`src/rtl/cws_pkg.sv`:
```
// Shared definitions for the comma word synchronizer.
// Assumes 8b/10b code groups with the first-received bit in bit 0.
package cws_pkg;
    typedef enum logic {
        ST_HUNT   = 1'b0,
        ST_LOCKED = 1'b1
    } sync_state_t;

    localparam logic [9:0] K28_5_NEG  = 10'h17C;
    localparam logic [6:0] COMMA7_NEG = 7'h7C;
endpackage

```
`src/rtl/cws_comma_search.sv`:
```
// Comma search: compares every candidate offset of the two-word window
// against the comma pattern and its complement.
// Assumes window bit 0 is the earliest received bit; purely combinational.
module cws_comma_search #(
    parameter int unsigned          W         = 10,
    parameter logic [W-1:0]         LONG_PAT  = cws_pkg::K28_5_NEG,
    parameter int unsigned          SHORT_LEN = 7,
    parameter logic [SHORT_LEN-1:0] SHORT_PAT = cws_pkg::COMMA7_NEG
) (
    input  logic [2*W-2:0] window,
    input  logic           long_mode,
    output logic [W-1:0]   hit_vec
);
    localparam logic [W-1:0]         LONG_INV  = ~LONG_PAT;
    localparam logic [SHORT_LEN-1:0] SHORT_INV = ~SHORT_PAT;

    for (genvar k = 0; k < W; k++) begin : g_off
        logic [W-1:0] slice;
        logic         m_long;
        logic         m_short;
        // Match the slice at offset k in either disparity.
        always_comb begin
            slice   = window[k +: W];
            m_long  = (slice == LONG_PAT) || (slice == LONG_INV);
            m_short = (slice[SHORT_LEN-1:0] == SHORT_PAT) ||
                      (slice[SHORT_LEN-1:0] == SHORT_INV);
            hit_vec[k] = long_mode ? m_long : m_short;
        end
    end
endmodule

```
`src/rtl/cws_align_path.sv`:
```
// Alignment datapath: holds the previous raw word, forms the search
// window and registers the code group cut at the selected offset.
// Assumes sel_off < W.
module cws_align_path #(
    parameter int unsigned W     = 10,
    parameter int unsigned OFF_W = 4
) (
    input  logic             clk,
    input  logic             rst_n,
    input  logic [W-1:0]     raw_word,
    input  logic [OFF_W-1:0] sel_off,
    output logic [2*W-2:0]   window,
    output logic [W-1:0]     aligned_word
);
    logic [W-1:0] prev_q;

    // Older word occupies the low bits, newer word the high bits.
    always_comb window = {raw_word[W-2:0], prev_q};

    // Keep the previous raw word and the aligned code group.
    always_ff @(posedge clk) begin
        if (!rst_n) begin
            prev_q       <= '0;
            aligned_word <= '0;
        end else begin
            prev_q       <= raw_word;
            aligned_word <= window[sel_off +: W];
        end
    end
endmodule

```
`src/rtl/cws_sync_fsm.sv`:
```
// Synchronization machine: hunts for a run of commas on one offset,
// then freezes the boundary and tracks code-group errors with hysteresis.
// Assumes ACQ_COUNT, LOSS_COUNT and GOOD_RUN are all at least 2.
module cws_sync_fsm #(
    parameter int unsigned W          = 10,
    parameter int unsigned OFF_W      = 4,
    parameter int unsigned ACQ_COUNT  = 3,
    parameter int unsigned LOSS_COUNT = 3,
    parameter int unsigned GOOD_RUN   = 3
) (
    input  logic             clk,
    input  logic             rst_n,
    input  logic [W-1:0]     hit_vec,
    input  logic             cg_valid,
    output logic [OFF_W-1:0] sel_off,
    output logic [OFF_W-1:0] lock_off,
    output logic             pat_det,
    output logic             sync_ok
);
    import cws_pkg::*;

    localparam int unsigned ACQ_W  = $clog2(ACQ_COUNT + 1);
    localparam int unsigned ERR_W  = $clog2(LOSS_COUNT + 1);
    localparam int unsigned GOOD_W = $clog2(GOOD_RUN + 1);
    localparam logic [ACQ_W-1:0]  ACQ_LAST  = ACQ_W'(ACQ_COUNT - 1);
    localparam logic [ERR_W-1:0]  ERR_LAST  = ERR_W'(LOSS_COUNT - 1);
    localparam logic [GOOD_W-1:0] GOOD_LAST = GOOD_W'(GOOD_RUN - 1);

    sync_state_t       state_q;
    logic [OFF_W-1:0]  lock_q;
    logic [ACQ_W-1:0]  acq_q;
    logic [ERR_W-1:0]  err_q;
    logic [GOOD_W-1:0] good_q;
    logic              det_q;
    logic [OFF_W-1:0]  first_off;
    logic              any_hit;
    logic              det;
    logic              hunting;

    // Lowest offset carrying a comma wins while hunting.
    always_comb begin
        first_off = '0;
        for (int i = W - 1; i >= 0; i--) begin
            if (hit_vec[i]) first_off = OFF_W'(i);
        end
        any_hit = |hit_vec;
    end

    // Pick the offset in use and the detect strobe for this word.
    always_comb begin
        hunting = (state_q == ST_HUNT);
        det     = hunting ? any_hit : hit_vec[lock_q];
        sel_off = (hunting && any_hit) ? first_off : lock_q;
    end

    // State, boundary and hysteresis counters.
    always_ff @(posedge clk) begin
        if (!rst_n) begin
            state_q <= ST_HUNT;
            lock_q  <= '0;
            acq_q   <= '0;
            err_q   <= '0;
            good_q  <= '0;
            det_q   <= 1'b0;
        end else begin
            det_q <= det;
            case (state_q)
                ST_HUNT: begin
                    if (any_hit) begin
                        lock_q <= first_off;
                        if ((first_off == lock_q) && (acq_q != '0)) begin
                            if (acq_q == ACQ_LAST) begin
                                state_q <= ST_LOCKED;
                                acq_q   <= '0;
                                err_q   <= '0;
                                good_q  <= '0;
                            end else begin
                                acq_q <= acq_q + 1'b1;
                            end
                        end else begin
                            acq_q <= ACQ_W'(1);
                        end
                    end
                end
                ST_LOCKED: begin
                    if (!cg_valid) begin
                        good_q <= '0;
                        if (err_q == ERR_LAST) begin
                            state_q <= ST_HUNT;
                            err_q   <= '0;
                            acq_q   <= '0;
                        end else begin
                            err_q <= err_q + 1'b1;
                        end
                    end else if (err_q != '0) begin
                        if (good_q == GOOD_LAST) begin
                            err_q  <= err_q - 1'b1;
                            good_q <= '0;
                        end else begin
                            good_q <= good_q + 1'b1;
                        end
                    end
                end
                default: state_q <= ST_HUNT;
            endcase
        end
    end

    always_comb begin
        lock_off = lock_q;
        pat_det  = det_q;
        sync_ok  = (state_q == ST_LOCKED);
    end
endmodule

```
`src/rtl/comma_word_sync.sv`:
```
// Top level: comma search, alignment datapath and sync machine.
// Assumes one raw word per clock, bit 0 first received; reset is
// synchronous and active low.
module comma_word_sync #(
    parameter int unsigned W          = 10,
    parameter int unsigned ACQ_COUNT  = 3,
    parameter int unsigned LOSS_COUNT = 3,
    parameter int unsigned GOOD_RUN   = 3
) (
    input  logic         clk,
    input  logic         rst_n,
    input  logic         long_mode,
    input  logic [W-1:0] raw_word,
    input  logic         cg_valid,
    output logic [W-1:0] aligned_word,
    output logic         pat_det,
    output logic         sync_ok
);
    localparam int unsigned OFF_W = $clog2(W);

    logic [2*W-2:0]   window;
    logic [W-1:0]     hit_vec;
    logic [OFF_W-1:0] sel_off;
    logic [OFF_W-1:0] lock_off;

    cws_align_path #(.W(W), .OFF_W(OFF_W)) u_path (
        .clk          (clk),
        .rst_n        (rst_n),
        .raw_word     (raw_word),
        .sel_off      (sel_off),
        .window       (window),
        .aligned_word (aligned_word)
    );

    cws_comma_search #(.W(W)) u_search (
        .window    (window),
        .long_mode (long_mode),
        .hit_vec   (hit_vec)
    );

    cws_sync_fsm #(
        .W          (W),
        .OFF_W      (OFF_W),
        .ACQ_COUNT  (ACQ_COUNT),
        .LOSS_COUNT (LOSS_COUNT),
        .GOOD_RUN   (GOOD_RUN)
    ) u_fsm (
        .clk      (clk),
        .rst_n    (rst_n),
        .hit_vec  (hit_vec),
        .cg_valid (cg_valid),
        .sel_off  (sel_off),
        .lock_off (lock_off),
        .pat_det  (pat_det),
        .sync_ok  (sync_ok)
    );
endmodule

```
`config.mk`:
```
export PLATFORM = sky130hd
export DESIGN_NAME = comma_word_sync
export DESIGN_NICKNAME = d
export VERILOG_FILES = /design/src/rtl/cws_pkg.sv /design/src/rtl/cws_comma_search.sv /design/src/rtl/cws_align_path.sv /design/src/rtl/cws_sync_fsm.sv /design/src/rtl/comma_word_sync.sv
export SDC_FILE = /design/constraint.sdc
export NUM_CORES = 1
export LEC_CHECK = 0
export BUFFER_PORTS_ARGS = -buffer_cell sky130_fd_sc_hd__clkbuf_2
export CAP_MARGIN = 20
export CORE_MARGIN = 1
export CORE_UTILIZATION = 45
export DETAILED_ROUTE_END_ITERATION = 16
export PLACE_DENSITY = 0.66
export SKIP_LAST_GASP = 1
export SLEW_MARGIN = 30
export SYNTH_ARGS = -nofsm -noshare
export SYNTH_HDL_FRONTEND = slang
export SYNTH_SLANG_ARGS = --single-unit
```
`constraint.sdc`:
```
create_clock -name clk -period 3.17 [get_ports clk]
set_input_delay 0.634 -clock clk [delete_from_list [all_inputs] [get_ports clk]]
set_output_delay 0.634 -clock clk [all_outputs]
set_load 0.005 [all_outputs]
```
==> out/summary.txt <==
Combinational cell fraction of total power: 0.293
Post-synth top area share: 0.232
Area grow syn2layout: 45.0%
CP bufs+invs: 7
Initial Util: 0.467
Setup violations, final: 12
First drt pass iteration count: 4
Fin. Hold Viols: 0
Number of synthesized flops with an enable pin: 0
Hold-fix buffers, CTS: 0
Crit-path slowest cell: a221o_2
Worst Hold Launch: u_fsm.err_q[1]
Outcome: complete, but fails checks
Mapped Cells: 318
Nets: 435
Reg2reg setup slack: -130 ps
Synth Register Bits: 32
Synth Area per Inst: 8.70 um^2
Final Slew Violations: 0
Headroom to the max-slew limit: 0.661
Int Pwr: 0.733 mW
Vias in the first global route: 2696
Vias per cell: 6.08
Dpl ws: -389 ps
Power Total: 1.07 mW
Share of cells above drive strength 1: 0.420
LEAKAGE: 1.76 nW
Seq/Total Area, Yosys: 0.232
Row count: 28
Core Box Area: 5920 um^2
Hold Slack: 499 ps
Finished Layout Cells: 494
Number of max-cap violations: 0
Layout fillers: 440
Max FO, Critical Path: 6
Clk sink count: 32
R2R depth: 15
Drt total wl: 8.72 mm
Clock root buffer: clkbuf_8
Inserted Diodes: 0
Most common cell after layout, fill and taps aside: buf_4
Fin crit share: 1.04
CTS Buf Count: 5
RSZ-0062 raised after global routing: true
CP cell instances: buf_8 > buf_4 > nand4_1 > buf_4 > nor4b_2 > buf_4 > a221o_2 > buf_6 > o31ai_4 > mux2i_2 > buf_6 > mux2i_2 > mux2i_1 > buf_4 > mux2i_1 > o22ai_1
Worst IR Drop VDD: 234 uV
Detailed placement HPWL: 6.15 mm
Overflow after GRT: 0
Top Ports: 26
Worst hold path cell count: 2
Placed instance count: 473
Top_reg_cell synth: dfxtp_1
Tightest Pin Transition: 501 ps
# port buffers: 25
Die Ht: 80.4 um
GPL Wtd Cong: 0.992
WL/cell: 17.7 um
Worst endpoint required time: 3330 ps
Crit path launch type: primary input
Post-synth ARST share: 0
Initial antenna violation count: 0
Most used cell, CP: buf_4
GR Util All Layers: 0.257
Worst Hold Class: reg -> reg
Worst Path Arrival: 3470 ps
Crit Path Category: in -> reg
Setup crit end kind: register
Hold Path End: u_fsm.err_q[1]
First-pass GRT wire length: 12.8 mm
Synth warn: 0
Sw frac: 0.315
Post-route ant nets: 0
Failing checks: setup timing
Reg clk slew, reported paths: 80 ps
Syn Nets: 335
CP max stage delay: 400 ps
P_sw: 0.337 mW
Register share of total power: 0.407
Mapped Area: 2770 um^2
Reg-to-reg endpoint: u_path.aligned_word[1]
Initial drt markers: 198
Fmax achieved: 302 MHz
Clk Latency, worst-skew pair: 290 ps
Die X: 80.4 um
Die area: 6460 um^2
Clk_skew: 6.85 ps
P per Cell Area: 267 nW/um^2
DR DRC count: 0
Largest net degree at the start of global routing: 20
Area of the multi-input gates: 2170 um^2
CTS tree: done
Yosys cell types: 67
Commonest non-fill, non-tap cells in the layout: buf_4, mux2i_1, dfxtp_1, clkbuf_2, nand2_1
Clock Power Share: 0.299
RR Startpoint: u_path.prev_q[9]
Routed vias: 3004
Post-synth top area cell: dfxtp_1
Register area: 646 um^2
Longest Clk Path Bufs: 2
Top cells by area, synth: dfxtp_1, mux2i_1, and2_1, nand2_1, nand3b_1
Crit path setup slack, layout: -138 ps
Family with the most delay on the worst path: buffers and inverters
Tmin final: 3310 ps
H-tree lvl count: 2
-- layer usage --
layer	up-vias	wire length [um]	track usage
li1	1412	-	-
met1	1432	3640	0.341
met2	133	4240	0.418
met3	27	594	0.0398
met4	0	244	0.0946
met5	-	0	0
-- cell usage after synthesis, types with 7 or more instances --
cell      count
nand3_1       8
nand2_1      18
mux2i_1      52
a21oi_1      12
nor2_1       15
a211oi_1      7
and2_1       11
nand3b_1      9
dfxtp_1      32
nor3_1        8
buf_2        13
inv_1        12
-- how the worst max path moves through the flow --
stage / from / cells past startpoint / slack [ps] / end
2_1_floorplan: raw_word[0] / 11 / -40 / u_path.aligned_word[6]
3_3_place_gp: raw_word[0] / 14 / -360 / u_path.aligned_word[1]
3_5_place_dp: raw_word[0] / 14 / -390 / u_path.aligned_word[2]
4_1_cts: raw_word[0] / 12 / -10 / u_fsm.err_q[0]
5_1_grt: u_path.prev_q[9] / 15 / -230 / u_path.aligned_word[1]
6_report: raw_word[0] / 16 / -140 / u_path.aligned_word[1]
-- tightest hold or removal path, cell delays in order, from the launching register on --
cell and delay, ps:
dfxtp_1 330, nand2_1 60, mux2i_1 60
-- power by group through the flow --
stage               logic (mW)  clock network, mW  registers, mW
CTS                      0.266              0.323          0.434
global route             0.333              0.339          0.438
finish                   0.314              0.320          0.436
floorplan                0.147                  0          0.440
global placement         0.255                  0          0.443
detailed placement       0.259                  0          0.443
-- timing repair --
action / 4_1_cts / 5_1_grt
gates resized for setup: 11 / 58
gates cloned: 0 / 1
setup endpoints to repair: 13 / 14
pin swaps: 3 / 27
setup buffers: 0 / 12
-- stage by stage --
stage | utilization | setup TNS, ps | area, um^2
2_1_floorplan | - | -216 | 2810
3_3_place_gp | 0.596 | -4030 | 3530
3_5_place_dp | 0.596 | -4950 | 3530
4_1_cts | 0.617 | -15.1 | 3660
5_1_grt | 0.677 | -2430 | 4010
6_report | 0.677 | -547 | 4010
-- flip-flops by register name (all words and copies together) (netlist names) --
signal,count
u_fsm.pat_det,1
u_fsm.good_q,2
u_fsm.err_q,2
u_path.aligned_word,10
u_path.prev_q,10
u_fsm.sync_ok,1
u_fsm.lock_off,4
u_fsm.acq_q,2
-- logic make-up (layout without fill, tap and decap cells) --
family / Yosys count / after routing / share of synthesized area
buffers and inverters: 37 / 138 / 0.0683
multiplexers: 55 / 55 / 0.206
AND/OR/NAND/NOR: 115 / 115 / 0.269
AO/OA/AOI/OAI: 72 / 72 / 0.199
adder cells (fa/ha/maj): 3 / 3 / 0.0136
XOR/XNOR: 4 / 4 / 0.0127
flip-flops: 32 / 32 / 0.232
-- layout make-up --
type,count,area share
multi-input cells,249,0.540
flip-flops and latches,32,0.161
inverters,12,0.0112
clock buffers,5,0.0172
clock inverters,3,0.00468
well taps,75,0.0234
repair buffers,118,0.242
(Power assumes the default switching activity.)
